File: src/rtl/fsr_pkg.sv
package fsr_pkg;
  localparam int FSR_DW = 32;
  localparam int FSR_BW = FSR_DW / 8;
  localparam int FSR_IW = 4;

  localparam int PG_IRQ = 0;
  localparam int PG_IMM = 1;
  localparam int PG_SHD = 2;
  localparam int PG_LCK = 3;
  localparam int PG_MEM = 4;

  typedef enum logic [2:0] {
    CLS_IRQ,
    CLS_IMM,
    CLS_SHD,
    CLS_LCK,
    CLS_MEM,
    CLS_NONE
  } fsr_cls_e;

  // Replace only the bytes whose enable bit is set.
  function automatic logic [FSR_DW-1:0] be_merge(input logic [FSR_DW-1:0] old_w,
                                                 input logic [FSR_DW-1:0] new_w,
                                                 input logic [FSR_BW-1:0] be);
    logic [FSR_DW-1:0] r;
    for (int b = 0; b < FSR_BW; b++)
      r[b*8 +: 8] = be[b] ? new_w[b*8 +: 8] : old_w[b*8 +: 8];
    return r;
  endfunction

  // Placeholder content of the memory window.
  function automatic logic [FSR_DW-1:0] stub_word(input logic [FSR_IW-1:0] ix);
    return {8'hC3, 4'h0, ix, 4'hF, ~ix, 8'h5A};
  endfunction
endpackage

File: src/rtl/fsr_decode.sv
module fsr_decode
  import fsr_pkg::*;
#(
  parameter int AW    = 8,
  parameter int N_IMM = 4,
  parameter int N_SHD = 4,
  parameter int N_LCK = 4,
  parameter int N_MEM = 16
) (
  input  logic [AW-1:0]     addr,
  output fsr_cls_e          cls,
  output logic [FSR_IW-1:0] idx
);
  localparam int PW = AW - FSR_IW;

  logic [PW-1:0] page;
  assign page = addr[AW-1:FSR_IW];
  assign idx  = addr[FSR_IW-1:0];

  function automatic logic in_range(input logic [FSR_IW-1:0] i, input int n);
    return int'(i) < n;
  endfunction

  always_comb begin
    cls = CLS_NONE;
    case (int'(page))
      PG_IRQ: if (idx == '0) cls = CLS_IRQ;
      PG_IMM: if (in_range(idx, N_IMM)) cls = CLS_IMM;
      PG_SHD: if (in_range(idx, N_SHD)) cls = CLS_SHD;
      PG_LCK: if (in_range(idx, N_LCK)) cls = CLS_LCK;
      PG_MEM: if (in_range(idx, N_MEM)) cls = CLS_MEM;
      default: cls = CLS_NONE;
    endcase
  end
endmodule

File: src/rtl/fsr_word.sv
module fsr_word
  import fsr_pkg::*;
(
  input  logic              clk,
  input  logic              rst_n,
  input  logic              wr,
  input  logic [FSR_DW-1:0] wdata,
  input  logic [FSR_BW-1:0] be,
  output logic [FSR_DW-1:0] q
);
  always_ff @(posedge clk or negedge rst_n) begin
    if (!rst_n)  q <= '0;
    else if (wr) q <= be_merge(q, wdata, be);
  end
endmodule

File: src/rtl/fsr_shadow_bank.sv
module fsr_shadow_bank
  import fsr_pkg::*;
#(
  parameter int N = 4
) (
  input  logic              clk,
  input  logic              rst_n,
  input  logic [N-1:0]      wr,
  input  logic [FSR_DW-1:0] wdata,
  input  logic [FSR_BW-1:0] be,
  input  logic              load,
  output logic [FSR_DW-1:0] pend [N],
  output logic [FSR_DW-1:0] act  [N]
);
  for (genvar g = 0; g < N; g++) begin : g_slot
    logic [FSR_DW-1:0] pend_nxt;
    assign pend_nxt = wr[g] ? be_merge(pend[g], wdata, be) : pend[g];

    always_ff @(posedge clk or negedge rst_n) begin
      if (!rst_n) begin
        pend[g] <= '0;
        act[g]  <= '0;
      end else begin
        pend[g] <= pend_nxt;
        if (load) act[g] <= pend_nxt;
      end
    end
  end
endmodule

File: src/rtl/fsr_mem_stub.sv
module fsr_mem_stub
  import fsr_pkg::*;
#(
  parameter logic [FSR_DW-1:0] POISON = 32'hDEAD_BEEF
) (
  input  logic              busy,
  input  logic [FSR_IW-1:0] idx,
  output logic [FSR_DW-1:0] word
);
  assign word = busy ? POISON : stub_word(idx);
endmodule

File: src/rtl/fsync_regbank.sv
module fsync_regbank
  import fsr_pkg::*;
#(
  parameter int                AW     = 8,
  parameter int                N_IMM  = 4,
  parameter int                N_SHD  = 4,
  parameter int                N_LCK  = 4,
  parameter int                N_MEM  = 16,
  parameter logic [FSR_DW-1:0] POISON = 32'hDEAD_BEEF
) (
  input  logic                    clk,
  input  logic                    rst_n,
  input  logic                    req,
  input  logic                    we,
  input  logic [AW-1:0]           addr,
  input  logic [FSR_DW-1:0]       wdata,
  input  logic [FSR_BW-1:0]       be,
  output logic                    ack,
  output logic [FSR_DW-1:0]       rdata,
  input  logic                    eng_busy,
  input  logic                    eng_eof,
  input  logic                    eng_en,
  output logic [N_IMM*FSR_DW-1:0] imm_cfg,
  output logic [N_SHD*FSR_DW-1:0] shd_cfg,
  output logic [N_LCK*FSR_DW-1:0] lck_cfg,
  output logic                    irq_flag
);
  localparam int DW  = FSR_DW;
  localparam int IMW = $clog2(N_IMM);
  localparam int SHW = $clog2(N_SHD);
  localparam int LKW = $clog2(N_LCK);

  fsr_cls_e          cls;
  logic [FSR_IW-1:0] idx;

  fsr_decode #(.AW(AW), .N_IMM(N_IMM), .N_SHD(N_SHD), .N_LCK(N_LCK), .N_MEM(N_MEM)) u_dec (
    .addr(addr), .cls(cls), .idx(idx)
  );

  // Named internal events
  logic wr, rd, lck_drop, shd_xfer, shd_load, irq_clr, rd_none, rd_mem_busy;
  assign wr          = req & we;
  assign rd          = req & ~we;
  assign lck_drop    = wr & (cls == CLS_LCK) & eng_busy;
  assign shd_xfer    = eng_en & eng_eof;
  assign shd_load    = shd_xfer | ~eng_en;
  assign irq_clr     = wr & (cls == CLS_IRQ) & be[0] & wdata[0];
  assign rd_none     = rd & (cls == CLS_NONE);
  assign rd_mem_busy = rd & (cls == CLS_MEM) & eng_busy;

  // Immediate class
  logic [DW-1:0] imm_q [N_IMM];
  for (genvar g = 0; g < N_IMM; g++) begin : g_imm
    logic hit;
    assign hit = wr & (cls == CLS_IMM) & (idx == FSR_IW'(g));
    fsr_word u_w (.clk(clk), .rst_n(rst_n), .wr(hit), .wdata(wdata), .be(be), .q(imm_q[g]));
    assign imm_cfg[g*DW +: DW] = imm_q[g];
  end

  // Lock-while-busy class
  logic [DW-1:0] lck_q [N_LCK];
  for (genvar g = 0; g < N_LCK; g++) begin : g_lck
    logic hit;
    assign hit = wr & (cls == CLS_LCK) & ~eng_busy & (idx == FSR_IW'(g));
    fsr_word u_w (.clk(clk), .rst_n(rst_n), .wr(hit), .wdata(wdata), .be(be), .q(lck_q[g]));
    assign lck_cfg[g*DW +: DW] = lck_q[g];
  end

  // Shadowed class
  logic [N_SHD-1:0]      shd_wr;
  logic [DW-1:0]         shd_pend [N_SHD];
  logic [DW-1:0]         shd_act  [N_SHD];
  logic [N_SHD*DW-1:0]   shd_pend_flat;
  for (genvar g = 0; g < N_SHD; g++) begin : g_shd
    assign shd_wr[g] = wr & (cls == CLS_SHD) & (idx == FSR_IW'(g));
    assign shd_cfg[g*DW +: DW]       = shd_act[g];
    assign shd_pend_flat[g*DW +: DW] = shd_pend[g];
  end

  fsr_shadow_bank #(.N(N_SHD)) u_shd (
    .clk(clk), .rst_n(rst_n), .wr(shd_wr), .wdata(wdata), .be(be),
    .load(shd_load), .pend(shd_pend), .act(shd_act)
  );

  // Memory window stub
  logic [DW-1:0] mem_word;
  fsr_mem_stub #(.POISON(POISON)) u_mem (.busy(eng_busy), .idx(idx), .word(mem_word));

  // Sticky flag: a set in the same cycle as a clear wins
  logic irq_q;
  always_ff @(posedge clk or negedge rst_n) begin
    if (!rst_n)       irq_q <= 1'b0;
    else if (eng_eof) irq_q <= 1'b1;
    else if (irq_clr) irq_q <= 1'b0;
  end
  assign irq_flag = irq_q;

  // Read path
  logic [DW-1:0] rd_word;
  always_comb begin
    case (cls)
      CLS_IRQ: rd_word = {{(DW-1){1'b0}}, irq_q};
      CLS_IMM: rd_word = imm_q[idx[IMW-1:0]];
      CLS_SHD: rd_word = shd_pend[idx[SHW-1:0]];
      CLS_LCK: rd_word = lck_q[idx[LKW-1:0]];
      CLS_MEM: rd_word = mem_word;
      default: rd_word = '0;
    endcase
  end

  logic          ack_q;
  logic [DW-1:0] rdata_q;
  always_ff @(posedge clk or negedge rst_n) begin
    if (!rst_n) begin
      ack_q   <= 1'b0;
      rdata_q <= '0;
    end else begin
      ack_q <= req;
      if (rd) rdata_q <= rd_word;
    end
  end
  assign ack   = ack_q;
  assign rdata = rdata_q;
endmodule

File: config.mk
export PLATFORM = sky130hd
export DESIGN_NAME = fsync_regbank
export DESIGN_NICKNAME = d
export VERILOG_FILES = /design/src/rtl/fsr_pkg.sv /design/src/rtl/fsr_decode.sv /design/src/rtl/fsr_word.sv /design/src/rtl/fsr_shadow_bank.sv /design/src/rtl/fsr_mem_stub.sv /design/src/rtl/fsync_regbank.sv
export SDC_FILE = /design/constraint.sdc
export NUM_CORES = 1
export LEC_CHECK = 0
export BUFFER_PORTS_ARGS = -buffer_cell sky130_fd_sc_hd__buf_2
export CAP_MARGIN = 20
export CORE_ASPECT_RATIO = 0.9
export CORE_MARGIN = 2
export CORE_UTILIZATION = 30
export CTS_CLUSTER_DIAMETER = 200
export DETAILED_ROUTE_END_ITERATION = 10
export GPL_ROUTABILITY_DRIVEN = 0
export PLACE_DENSITY_LB_ADDON = 0.1
export SETUP_SLACK_MARGIN = 0.5
export SYNTH_ARGS = -nofsm -noshare
export SYNTH_HDL_FRONTEND = slang
export SYNTH_HIERARCHICAL = 1
export SYNTH_SLANG_ARGS = --single-unit
File: constraint.sdc
create_clock -name clk -period 2.1 [get_ports clk]
set_input_delay 0 -clock clk [delete_from_list [all_inputs] [get_ports clk]]
set_output_delay 0 -clock clk [all_outputs]
set_load 0.05 [all_outputs]
==> flow_summary.json, run 1 <==
{
  "status": "completed",
  "worstPathRequired_ns": 2.59,
  "cts.path.max_buffers": 3,
  "seq_area_um2": 13700,
  "comb_power_share_pct": 9.7,
  "multiInputGateArea_um2": 12100,
  "wl_met3_um": 5350,
  "cell_internal_pwr_mw": 17.6,
  "synth_simple_gate_area_share_pct": 8.75,
  "clk_pin_slew_ns": 0.06,
  "wl_per_cell_um": 27.1,
  "cts_max_level": 2,
  "synth_xor_area_share_pct": 0,
  "cp-end-kind": "flop",
  "wl_met1_um": 45200,
  "p_per_area_nw_per_um2": 696,
  "post-place-ws_ns": -0.358,
  "antenna_found_initial": 2,
  "ant_nets": 0,
  "cp_slowest_cell": "mux4_2",
  "critPathMaxFanout": 2,
  "yosys-top-cells-count": "dfrtp_1, mux2_2, nand2_1",
  "hold_path.class": "in2reg",
  "n_fill_cell": 7762,
  "die_area_um2": 85800,
  "grt_pass1_wl_um": 134000,
  "wl_met2_um": 46300,
  "maxCapViolations": 0,
  "synth-edff-count": 0,
  "dpl.hpwl_um": 62600,
  "cts_root_buffer": "clkbuf_16",
  "fp.coreArea_um2": 82700,
  "netlist.area_leader.share_pct": 54.6,
  "cts_tree": "built",
  "yosysTopAreaCell": "dfrtp_1",
  "ys_seq_area_share_pct": 54.6,
  "slew_headroom_pct": 36.7,
  "dr_total_vias": 18800,
  "clock-skew-final_ns": 0.0182,
  "setup_violations": 0,
  "wirelength_um": 99200,
  "synth_area_leaders": "dfrtp_1, mux2_2, mux4_2, a21bo_2, a31oi_1",
  "highest_layer": "met4",
  "drcViolationCount": 0,
  "startpoint_type": "flop",
  "synth_adder_area_share_pct": 0,
  "worst_slew_pin_slew_ns": 0.950,
  "clk_latency_ns": 0.62,
  "p_sw_mw": 6.31,
  "ys_types": 46,
  "numCtsBuffers": 61,
  "fmax_ghz": 0.596,
  "layout_setup_ws_ns": 0.421,
  "syn_area_um2": 25000,
  "yosysMostFrequentCell": "dfrtp_1",
  "seq_power_share_pct": 45.2,
  "die_w_um": 309,
  "avgSynthCellArea_um2": 13.1,
  "initial_core_util_pct": 30.3,
  "drv_slew": 0,
  "port_buffers": 468,
  "grt_usage_pct": 21.0,
  "die_y_um": 278,
  "crit_path_start": "g_imm[3].u_w/q[0]",
  "synthToLayoutAreaGrowth_pct": 37.2,
  "firstDrtPassIters": 7,
  "crit_arrival_ns": 2.17,
  "drive_above_1_share_pct": 54.4,
  "grt_max_degree": 95,
  "grt_pass1_vias": 18900,
  "yosysWarnings": 6,
  "post-route-min-period_ns": 1.68,
  "fin_nets": 2540,
  "p_leak_nw": 17.2,
  "rows": 100,
  "viasPerCell": 5.13,
  "ys_ff_latch": 546,
  "r2r-start": "g_imm[3].u_w/q[0]",
  "synth_top_family_by_area": "multiplexers",
  "vdd_ir_drop_max_mv": 0.500,
  "syn_inst": 1907,
  "final_hold_viol_count": 0,
  "synth_mux_area_share_pct": 20.3,
  "p_clk_share_pct": 45.1,
  "synthArstFlopShare_pct": 100,
  "placed_area_um2": 29200,
  "post-route-period-util_pct": 79.9,
  "slowest_delay_ns": 0.54,
  "synth-compound-area-share_pct": 12.1,
  "io_pins": 469,
  "rsz0062_at_grt": "true",
  "stdcell_area_um2": 34300,
  "p_sw_share_pct": 26.4,
  "synth_top_flop_cell": "dfrtp_1",
  "hp-start": "addr[3]",
  "crit_chain": "mux4_2, a22oi_2, a21oi_2, a211o_1",
  "grt.overflow.total": 0,
  "worst-setup-path-type": "reg2reg",
  "cts_sinks": 546,
  "drt_iter0_markers": 1188
}
## power groups by stage
stage	sequential (mW)	clock, mW	combinational, mW
after floorplan	11.6	0	0.617
after global placement	11.0	0	2.13
after detailed placement	11.0	0	2.14
after CTS	10.8	11.1	2.22
after global routing	10.8	11.5	2.46
final	10.8	10.8	2.31
## sequential cells by signal (all words and copies together) (netlist names)
register	flops
rdata	32
g_lck.u_w/q	128
irq_flag	1
ack	1
g_imm.u_w/q	128
u_shd/act	128
u_shd/pend	128
## what timing repair did
item                                   4_1_cts  5_1_grt
cloned                                       0       34
gates resized for setup                      6      300
buffers inserted                             3       18
hold buffers                                44        0
endpoints found under the hold margin     1062        0
setup endpoints to repair                  327      379
pin swaps                                    4      152
## final timing paths
path	end	slack (ns)	depth (start not counted)
worst max-delay path	rdata[0]	0.42	4
worst min-delay path	rdata[11]	0.04	5
worst max register to register	rdata[0]	0.42	4
worst min register to register	rdata[29]	0.48	2
max in group asynchronous	u_shd/act[34]	1.37	3
min in group asynchronous	g_imm[0].u_w/q[18]	0.13	3
## per-layer routing
metal / global-route usage [%] / vias to the layer above
met2: 32.9 / 513
met5: 0 / -
li1: - / 8205
met4: 5.53 / 0
met3: 4.30 / 125
met1: 29.4 / 9908
## worst max-delay path: cells and delay by family, from the launching register on
| family | cells | cell delay (ns) |
|---|---|---|
| DFF | 1 | 0.39 |
| muxes | 1 | 0.54 |
| AOI/OAI and AO/OA | 3 | 0.64 |
## cell type report
type / count / area share [%]
clock buffers: 94 / 5.39
repair buffers: 664 / 15.1
multi-input cells: 1215 / 35.2
clock inverters: 13 / 0.419
well taps: 1122 / 4.09
diodes: 1 / 0.00729
inverters: 1 / 0.0109
flip-flops and latches: 546 / 39.8
## layout by cell type, fill, tap and decap left out, drive strengths merged, types with 30 or more instances in the layout
master       synthesis  routed
buf                135     597
dfrtp              546     546
mux2               256     256
nand2              193     193
nor2               143     143
nand3              131     131
a31oi              129     129
a21bo              128     128
clkbuf              20     118
mux4                96      96
dlygate4sd3          0      43
o21ai               32      32
a22o                30      30
a221oi              30      30
## cell families (layout without fill, tap and decap cells)
family	after synthesis	in the layout
AOI/OAI and AO/OA	358	358
buffers and inverters	156	772
DFF	546	546
muxes	352	352
other	2	13
and+or+nand+nor	493	493
## stage by stage
| step | power (mW) | hold WS (ns) | std cells | utilization (%) | TNS [ns] |
|---|---|---|---|---|---|
| floorplan | 12.2 | -0.296 | 1917 | - | -1.87 |
| global placement | 13.1 | -0.0575 | 3449 | 35.3 | -114.61 |
| detailed placement | 13.1 | -0.0605 | 3449 | 35.3 | -98.19 |
| CTS | 24.1 | 0.0512 | 3603 | 38.3 | 0 |
| global route | 24.8 | 0.0458 | 3656 | 41.5 | 0 |
| finish | 23.9 | 0.0375 | 3656 | 41.5 | 0 |
No activity file was read; power rests on OpenSTA's default activity.
==> run 2, diff against run 1 <==
clock period = 1.58 ns   (was 2.1 ns; I/O delays follow)
==> run 2 against run 1 <==
Compared with the run above:
- the flow now finishes with violations (negative setup slack)
- routed wire length grew 2.6%
- total power up 41%
- global-route usage is 1.2 points higher
- first-iteration DRC count is 16% higher
- clock skew up 0.0043 ns
- via count increased by 2.4%
- hold slack worse by 0.016 ns
==> flow_summary.json, run 2 (synthesis gave the netlist of run 1 again) <==
{
  "grt_pass1_wl_um": 140000,
  "setup_violations": 364,
  "crit_arrival_ns": 2.22,
  "p_per_area_nw_per_um2": 947,
  "hold_path.class": "in2async",
  "drt_iter0_markers": 1373,
  "status": "finished with violations",
  "post-place-ws_ns": -0.931,
  "path_buf_inv": 7,
  "dpl.hpwl_um": 63400,
  "maxCapViolations": 0,
  "grt_max_degree": 87,
  "n_fill_cell": 7761,
  "grt_usage_pct": 22.2,
  "dr_total_vias": 19200,
  "fin_tns_setup_ns": -20.12,
  "rsz0062_at_grt": "true",
  "grt_pass1_vias": 19300,
  "die_y_um": 278,
  "cts_tree": "built",
  "drv_slew": 0,
  "worst_slew_pin_slew_ns": 0.854,
  "crit_chain": "buf_6, o21bai_4, a21oi_2, or3_4, buf_4, buf_6, nor3b_4, nand3_2, buf_6, buf_6, nor2_4, buf_8, nand2_4, buf_12, mux2_4",
  "post-route-min-period_ns": 1.75,
  "layout_setup_ws_ns": -0.167,
  "fp.coreArea_um2": 82700,
  "cts.path.max_buffers": 3,
  "mostFrequentLayoutCells": "dfrtp_1, buf_2, mux2_4",
  "clk_pin_slew_ns": 0.06,
  "dpl.cell_count": 3481,
  "cpLargestDelayFamily": "buffers and inverters",
  "finalNonFillerCells": 3746,
  "io_pins": 469,
  "startpoint_type": "input port",
  "slew_headroom_pct": 43.0,
  "fmax_ghz": 0.573,
  "ant_nets": 0,
  "cts_max_level": 3,
  "drcViolationCount": 0,
  "final_hold_viol_count": 0,
  "final_common_cell": "dfrtp_1",
  "synthToLayoutAreaGrowth_pct": 41.8,
  "wl_per_cell_um": 27.2,
  "seq_area_um2": 13700,
  "r2r-start": "u_shd/pend[81]",
  "port_buffers": 468,
  "vdd_ir_drop_max_mv": 0.634,
  "rows": 100,
  "firstDrtPassIters": 5,
  "numCtsBuffers": 67,
  "cp_slowest_cell": "mux2_4",
  "critPathMaxFanout": 8,
  "cp-end-kind": "flop",
  "worst-setup-path-type": "in2reg",
  "worstPathRequired_ns": 2.05,
  "viasPerCell": 5.12,
  "fin_nets": 2626,
  "clock-skew-final_ns": 0.0225,
  "violations": "negative setup slack",
  "die_area_um2": 85800,
  "crit_path_start": "addr[5]",
  "crit_top_cell": "buf_6",
  "die_w_um": 309,
  "antenna_found_initial": 2,
  "grt.overflow.total": 0,
  "multiInputGateArea_um2": 12000,
  "clk_latency_ns": 0.60,
  "wirelength_um": 102000,
  "p_leak_nw": 18.7,
  "drive_above_1_share_pct": 53.1,
  "post-route-period-util_pct": 111,
  "slowest_delay_ns": 0.29,
  "initial_core_util_pct": 30.3,
  "cts_root_buffer": "clkbuf_16",
  "cts_sinks": 546
}
run 2: changes by cell type in the layout (fill, tap and decap cells not counted), moves of 54 or more:
cell	delta
mux2_2	-238
buf_4	+54
mux2_4	+238
nand3_4	-57
nand3_1	+66
run 2: final cells by class:
type | count | area share, %
antenna | 1 | 0.00705
sequential | 546 | 38.5
inverter | 1 | 0.0106
multi-input combinational | 1215 | 33.8
timing repair buffer | 744 | 17.3
tap | 1122 | 3.95
clock buffer | 101 | 5.77
clock inverter | 16 | 0.708
run 2: routing by layer:
| layer | wire (um) | global-route usage, % | share of wire [%] | vias up |
|---|---|---|---|---|
| li1 | - | - | - | 8383 |
| met1 | 47400 | 31.4 | 47 | 10100 |
| met2 | 46400 | 33.9 | 46 | 585 |
| met3 | 5230 | 4.80 | 5.1 | 123 |
| met4 | 2730 | 6.62 | 2.7 | 0 |
| met5 | 0 | 0 | 0 | - |
run 2: through the flow:
stage	hold WS [ns]	power, mW	util (%)	instance area, um2
6_report	0.0218	33.6	42.9	35500
5_1_grt	0.0134	34.8	42.9	35500
4_1_cts	0.0119	34.0	40.8	33800
3_5_place_dp	-0.168	17.5	35.8	29600
3_3_place_gp	-0.165	17.5	35.8	29600
2_1_floorplan	-0.296	16.2	-	25200
run 2: worst paths after layout:
kind / end / slack [ns] / cells after the start
max: g_imm[1].u_w/q[21] / -0.17 / 15
min: rdata[18] / 0.02 / 3
max reg2reg: rdata[17] / -0.03 / 4
min reg2reg: rdata[26] / 0.48 / 2
max in group asynchronous: g_imm[0].u_w/q[18] / 0.94 / 3
min in group clk: irq_flag / 0.07 / 6
run 2: what timing repair did:
item                                     CTS  global route
endpoints found under the setup margin   963           963
hold buffers                              41             0
gates resized for setup                  227           214
buffers inserted                          25            52
cloned                                     8            21
endpoints found under the hold margin   1050             0
pin swaps                                 59           110
run 2: worst register-to-register path, stage by stage (launching register included):
cell      delay (ns)
dfrtp_1         0.39
mux4_2          0.47
a22o_1          0.25
a221oi_2        0.28
o21ai_1         0.10
run 2: report_power, final:
| group | internal [mW] | total [mW] | switching [mW] | leakage (nW) |
|---|---|---|---|---|
| registers | 14.2 | 14.4 | 0.164 | 7.51 |
| clock network | 9.79 | 16.1 | 6.32 | 1.12 |
| logic | 0.848 | 3.14 | 2.29 | 10.1 |
